--- config.mk ---
export PLATFORM = sky130hd
export DESIGN_NAME = eth_tx_framer
export DESIGN_NICKNAME = d
export VERILOG_FILES = /design/src/rtl/eth_txf_pkg.sv /design/src/rtl/txf_ptr_stage.sv /design/src/rtl/txf_crc_unit.sv /design/src/rtl/eth_tx_framer.sv
export SDC_FILE = /design/constraint.sdc
export NUM_CORES = 1
export LEC_CHECK = 0
export BUFFER_PORTS_ARGS = -buffer_cell sky130_fd_sc_hd__buf_2
export CORE_MARGIN = 8
export CORE_UTILIZATION = 45
export CTS_CLUSTER_SIZE = 8
export DETAILED_ROUTE_END_ITERATION = 12
export HOLD_SLACK_MARGIN = 0.06
export PLACE_DENSITY = 0.65
export SLEW_MARGIN = 20
export SYNTH_ARGS = -nofsm -noshare
export SYNTH_HDL_FRONTEND = slang
export SYNTH_SLANG_ARGS = --single-unit
--- constraint.sdc ---
create_clock -name clk -period 3.3 [get_ports clk]
set_input_delay 0.33 -clock clk [delete_from_list [all_inputs] [get_ports clk]]
set_output_delay 0.33 -clock clk [all_outputs]
set_load 0.05 [all_outputs]
--- src/rtl/eth_txf_pkg.sv ---
package eth_txf_pkg;

    typedef enum logic [2:0] {
        S_IDLE, S_LENH, S_LENL, S_PRE, S_SFD, S_DATA, S_FCS, S_GAP
    } txf_state_e;

    // Reflected CRC-32 update with one byte, least significant bit first
    function automatic logic [31:0] crc32_step(input logic [31:0] c, input logic [7:0] b);
        logic [31:0] r;
        r = c ^ {24'h0, b};
        for (int k = 0; k < 8; k++) begin
            r = r[0] ? ((r >> 1) ^ 32'hEDB8_8320) : (r >> 1);
        end
        return r;
    endfunction

endpackage

--- src/rtl/txf_ptr_stage.sv ---
module txf_ptr_stage #(
    parameter int AW = 12
) (
    input  logic          clk,
    input  logic          rst_n,
    input  logic [AW-1:0] ptr_in,
    output logic [AW-1:0] ptr_out
);
    logic [AW-1:0] ptr_d, ptr_q;

    always_comb ptr_d = ptr_in;

    always_ff @(posedge clk) begin
        if (!rst_n) ptr_q <= '0;
        else        ptr_q <= ptr_d;
    end

    assign ptr_out = ptr_q;
endmodule

--- src/rtl/txf_crc_unit.sv ---
module txf_crc_unit
    import eth_txf_pkg::*;
(
    input  logic        clk,
    input  logic        rst_n,
    input  logic        preset,
    input  logic        step,
    input  logic [7:0]  din,
    output logic [31:0] fcs
);
    logic [31:0] crc_d, crc_q;

    always_comb begin
        crc_d = crc_q;
        if (preset)    crc_d = 32'hFFFF_FFFF;
        else if (step) crc_d = crc32_step(crc_q, din);
    end

    always_ff @(posedge clk) begin
        if (!rst_n) crc_q <= 32'hFFFF_FFFF;
        else        crc_q <= crc_d;
    end

    assign fcs = ~crc_q;

    // r5_: a preset always leaves the all-ones value in the register
    p_preset_r5: assert property (@(posedge clk) disable iff (!rst_n)
        preset |=> (fcs == 32'h0));
endmodule

--- src/rtl/eth_tx_framer.sv ---
module eth_tx_framer
    import eth_txf_pkg::*;
#(
    parameter int AW        = 12,
    parameter int PRE_BYTES = 7,
    parameter int GAP_BYTES = 12
) (
    input  logic          clk,
    input  logic          rst_n,
    input  logic [AW-1:0] prod_ptr,
    output logic [AW-1:0] rd_addr,
    input  logic [7:0]    rd_data,
    output logic [7:0]    tx_data,
    output logic          tx_en,
    output logic          frame_done
);
    localparam int LW      = 16;
    localparam int CNT_TOP = (GAP_BYTES > PRE_BYTES) ? GAP_BYTES : PRE_BYTES;
    localparam int CW      = $clog2(CNT_TOP);
    localparam logic [7:0] PRE_BYTE = 8'h55;
    localparam logic [7:0] SFD_BYTE = 8'hD5;

    typedef struct packed {
        txf_state_e    state;
        logic [AW-1:0] ptr;
        logic [AW-1:0] addr;
        logic [LW-1:0] len;
        logic [LW-1:0] rem;
        logic [CW-1:0] cnt;
        logic [1:0]    fidx;
        logic [7:0]    txd;
        logic          txen;
        logic          done;
    } txf_regs_t;

    txf_regs_t     r_d, r_q;
    logic [AW-1:0] prod_q;
    logic [31:0]   fcs;
    logic          crc_preset, crc_step;

    txf_ptr_stage #(.AW(AW)) u_ptr_stage (
        .clk(clk), .rst_n(rst_n), .ptr_in(prod_ptr), .ptr_out(prod_q)
    );

    assign crc_preset = (r_q.state == S_SFD);
    assign crc_step   = (r_q.state == S_DATA);

    txf_crc_unit u_crc (
        .clk(clk), .rst_n(rst_n), .preset(crc_preset), .step(crc_step),
        .din(rd_data), .fcs(fcs)
    );

    always_comb begin
        r_d      = r_q;
        r_d.txd  = 8'h00;
        r_d.txen = 1'b0;
        unique case (r_q.state)
            S_IDLE: begin
                r_d.addr = r_q.ptr;
                if (prod_q != r_q.ptr) r_d.state = S_LENH;
            end
            S_LENH: begin
                r_d.len[15:8] = rd_data;
                r_d.addr      = r_q.addr + AW'(1);
                r_d.state     = S_LENL;
            end
            S_LENL: begin
                r_d.len[7:0] = rd_data;
                r_d.rem      = {r_q.len[15:8], rd_data};
                if ({r_q.len[15:8], rd_data} != '0) r_d.addr = r_q.addr + AW'(1);
                r_d.cnt   = '0;
                r_d.state = S_PRE;
            end
            S_PRE: begin
                r_d.txd  = PRE_BYTE;
                r_d.txen = 1'b1;
                r_d.cnt  = r_q.cnt + CW'(1);
                if (r_q.cnt == CW'(PRE_BYTES - 1)) r_d.state = S_SFD;
            end
            S_SFD: begin
                r_d.txd   = SFD_BYTE;
                r_d.txen  = 1'b1;
                r_d.fidx  = 2'd0;
                r_d.state = (r_q.len == '0) ? S_FCS : S_DATA;
            end
            S_DATA: begin
                r_d.txd  = rd_data;
                r_d.txen = 1'b1;
                r_d.rem  = r_q.rem - LW'(1);
                if (r_q.rem == LW'(1)) r_d.state = S_FCS;
                else                   r_d.addr  = r_q.addr + AW'(1);
            end
            S_FCS: begin
                r_d.txd  = fcs[8*r_q.fidx +: 8];
                r_d.txen = 1'b1;
                r_d.fidx = r_q.fidx + 2'd1;
                if (r_q.fidx == 2'd3) begin
                    r_d.ptr   = r_q.ptr + AW'(r_q.len) + AW'(2);
                    r_d.cnt   = '0;
                    r_d.state = S_GAP;
                end
            end
            S_GAP: begin
                r_d.cnt = r_q.cnt + CW'(1);
                if (r_q.cnt == CW'(GAP_BYTES - 1)) r_d.state = S_IDLE;
            end
            default: r_d.state = S_IDLE;
        endcase
        r_d.done = r_q.txen & ~r_d.txen;
    end

    always_ff @(posedge clk) begin
        if (!rst_n) begin
            r_q       <= '0;
            r_q.state <= S_IDLE;
        end else begin
            r_q <= r_d;
        end
    end

    assign rd_addr    = r_q.addr;
    assign tx_data    = r_q.txd;
    assign tx_en      = r_q.txen;
    assign frame_done = r_q.done;

    // the first enabled byte of every frame is a preamble byte
    p_first_byte_r2: assert property (@(posedge clk) disable iff (!rst_n)
        $rose(tx_en) |-> (tx_data == PRE_BYTE));
    // the payload read address stays inside the current frame
    p_addr_bound_r4: assert property (@(posedge clk) disable iff (!rst_n)
        (r_q.state == S_DATA) |->
            ((LW+1)'(AW'(rd_addr - r_q.ptr)) <= ((LW+1)'(r_q.len) + (LW+1)'(1))));
    // enable is held through the start delimiter, payload and check bytes
    p_no_gap_r6: assert property (@(posedge clk) disable iff (!rst_n)
        (r_q.state == S_SFD || r_q.state == S_DATA || r_q.state == S_FCS) |=> tx_en);
    // completion strobe marks a falling enable and lasts one cycle
    p_done_edge_r7: assert property (@(posedge clk) disable iff (!rst_n)
        frame_done |-> (!tx_en && $past(tx_en)));
    p_done_single_r7: assert property (@(posedge clk) disable iff (!rst_n)
        frame_done |=> !frame_done);
    // no frame begins while the guard interval runs
    p_guard_r9: assert property (@(posedge clk) disable iff (!rst_n)
        (r_q.state == S_GAP) |=> !tx_en);
endmodule

==> impl_results.md <==
* Status: completed
* Async set-reset flop share out of synthesis at 0
* Setup ws final at 0.7145 ns
* Peak supply drop at 498.6 uV
* Final #Nets at 853
* Mapped Nets at 835
* Worst endpoint data arrival time at 2.91 ns
* Vias per cell at 5.721
* CP Max Fanout at 18
* Hold path cells at 2
* Via count at 5715
* TritonCTS buffer count at 17
* Setup-failing EPs final at 0
* Maximum root-to-sink buffer count at 2
* Worst R2R Path Depth at 5
* WP depth at 5
* Max Fclk at 386.8 MHz
* Setup tns final at 0 ns
* CP max stage delay at 0.71 ns
* Max-slew violation count at 0
* First-pass GRT wire length at 28.57 mm
* CP Capture Type: register
* Antenna fix cells at 0
* Share of the synthesized area in the top cell type at 0.3545
* Critical path class: reg2reg
* Commonest non-fill, non-tap cell in the layout: dfxtp_1
* Area growth syn-to-layout at 13.22%
* WL final at 17.27 mm
* Clock Latency Late Sink at 0.41 ns
* Vert. Die Dim at 138.2 um
* Final hold violation count at 0
* Core area at 14590 um2
* Tcrit/Tclk final at 0.7835
* Syn Std Cell Area at 6720 um2
* Relative max-transition margin at 0.4713
* RSZ-0062 raised after global routing: false
* ANT nets after route at 0
* Initial antenna violation count at 0
* Die area at 19100 um2
* Slew @ Worst Pin at 0.7911 ns
* All-layer global routing usage at 0.1798
* Number of global-route vias before repair at 5590
* Most used DFF post-synth: dfxtp_1
* First-pass DRT Iterations at 5
* Post-CTS Repair Setup Buffers at 0
* Syn Inst Count at 785
* CP cell instances: nor2b_1 -> nand2_2 -> nor4_1 -> a211oi_1 -> nor3_1
* Startpoint types: register
* Mapped Avg Cell Area at 8.561 um2
* CTS H-tree lvls at 4
* Commonest non-fill, non-tap cells in the layout: 119 x dfxtp_1, 108 x nand2_1, 71 x nor2_1
* CP delay by family, top: simple AND/OR/NAND/NOR gates
* Port bufs at 43
* Seq/Total Area, Yosys at 0.3545
* Req. time, crit path at 3.63 ns
* Post-synth EDFFs at 0
* I/O pins at 44
* DRT iter0 DRCs at 360
* Slowest cell on crit path: nor4_1
* Rows at 44
* Largest net degree at the start of global routing at 63
* DPL Wire Length at 12.33 mm
* Leakage Power at 3.103 nW
* Sink Count at 119
* Hold Crit Class: in2reg
* Gp weighted congestion at 0.8879
* Post-CTS Resized at 0
* Fill count at 1317
* Cell variety after synth at 65
* WP buf/inv at 0
* Post-route DRC at 0
* CTS tree: done
* Min cycle time layout at 2.586 ns
* Synth area leaders: dfxtp_1 35%, xnor2_1 6.5%, nand2_1 6.1%
* Synth warn at 0
* Pwr per Cell Area at 821.0 nW/um2
* Layout Skew at 0.008572 ns
* Total gr overflow at 0
* DP Worst Slack at 0.7564 ns
* Layout cell share with drive strength beyond 1 at 0.1485
* Chip width at 138.2 um
* Max-cap violation count at 0
* Post-CTS Hold Fix Bufs at 0
* Post-synthesis register bit count at 119
* Starting density of the core at 0.4606
* Wire per inst at 17.28 um
* Largest area contributor in the synthesized netlist: dfxtp_1
* CTS clk-pin slew, worst paths at 0.06 ns
* CTS Root Buffer Type: clkbuf_16
stage by stage:
stage / utilization / instances / cell area [um2] / hold slack, ns / power, W
finish: 0.5215 / 999 / 7609 / 0.1325 / 0.006247
global route: 0.5215 / 999 / 7609 / 0.1263 / 0.006600
CTS: 0.5208 / 999 / 7599 / 0.1255 / 0.006246
detailed placement: 0.4792 / 968 / 6990 / 0.4705 / 0.004328
global placement: 0.4792 / 968 / 6990 / 0.4630 / 0.004279
floorplan: - / 785 / 6720 / 0.4493 / 0.003806
cell type report:
class | instances | area, um2 | share of cell area
clock buffer | 23 | 488.0 | 0.06413
inverter | 12 | 45.04 | 0.005920
clock inverter | 8 | 120.1 | 0.01579
timing repair buffer | 61 | 350.3 | 0.04605
tap | 184 | 230.2 | 0.03026
sequential | 119 | 2382 | 0.3131
multi-input combinational | 592 | 3993 | 0.5247
power by group:
group / switching [W] / total (W) / internal (W)
clock network: 0.000640 / 0.00190 / 0.00126
logic: 0.00151 / 0.00246 / 0.000953
registers: 0.000223 / 0.00189 / 0.00166
registers in the layout, summed over array words and instances, names as in the netlist:
name	count
tx_data	8
tx_en	1
r_q	53
u_crc.crc_q	32
rd_addr	12
u_ptr_stage.ptr_out	12
frame_done	1
routing by layer:
layer | share of wire | vias up | global-route usage
met1 | 0.44 | 2710 | 0.2188
met4 | 0.022 | 0 | 0.06121
met3 | 0.059 | 25 | 0.05068
met5 | 0 | - | 0
met2 | 0.47 | 173 | 0.2980
li1 | - | 2807 | -
path summary, 6_finish.rpt:
kind | from | end | slack, ns
hold reg to reg | r_q[33]$_SDFFE_PN0P_ | r_q[33]$_SDFFE_PN0P_ | 0.48
setup / recovery | r_q[72]$_SDFFE_PN0P_ | r_q[31]$_SDFFE_PN0P_ | 0.71
hold / removal | prod_ptr[3] | u_ptr_stage.ptr_out[3]$_SDFF_PN0_ | 0.13
setup reg to reg | r_q[72]$_SDFFE_PN0P_ | r_q[31]$_SDFFE_PN0P_ | 0.71
cell usage after synthesis (8+ instances only):
cell,number
and2_1,13
xor2_1,24
o21ai_0,15
a21oi_1,56
clkbuf_1,36
xnor2_1,50
a31oi_1,9
inv_1,11
dfxtp_1,119
o22ai_1,8
mux2i_1,12
o211ai_1,35
o31ai_1,10
nand2_1,109
nor3_1,14
nand3_1,16
ha_1,27
nor4_1,8
nor2b_1,9
nor2_1,72
mux4_2,8
nand2b_1,9
buf_4,21
cells by family after synthesis:
family                   Yosys count  synth area share
AND/OR/NAND/NOR                  287            0.2020
AO/OA/AOI/OAI                    174            0.1717
flip-flops                       119            0.3545
XOR/XNOR                          83            0.1203
buffers and inverters             74           0.05362
adder cells (fa/ha/maj)           28           0.05325
multiplexers                      20           0.04468
(Power assumes the default switching activity.)
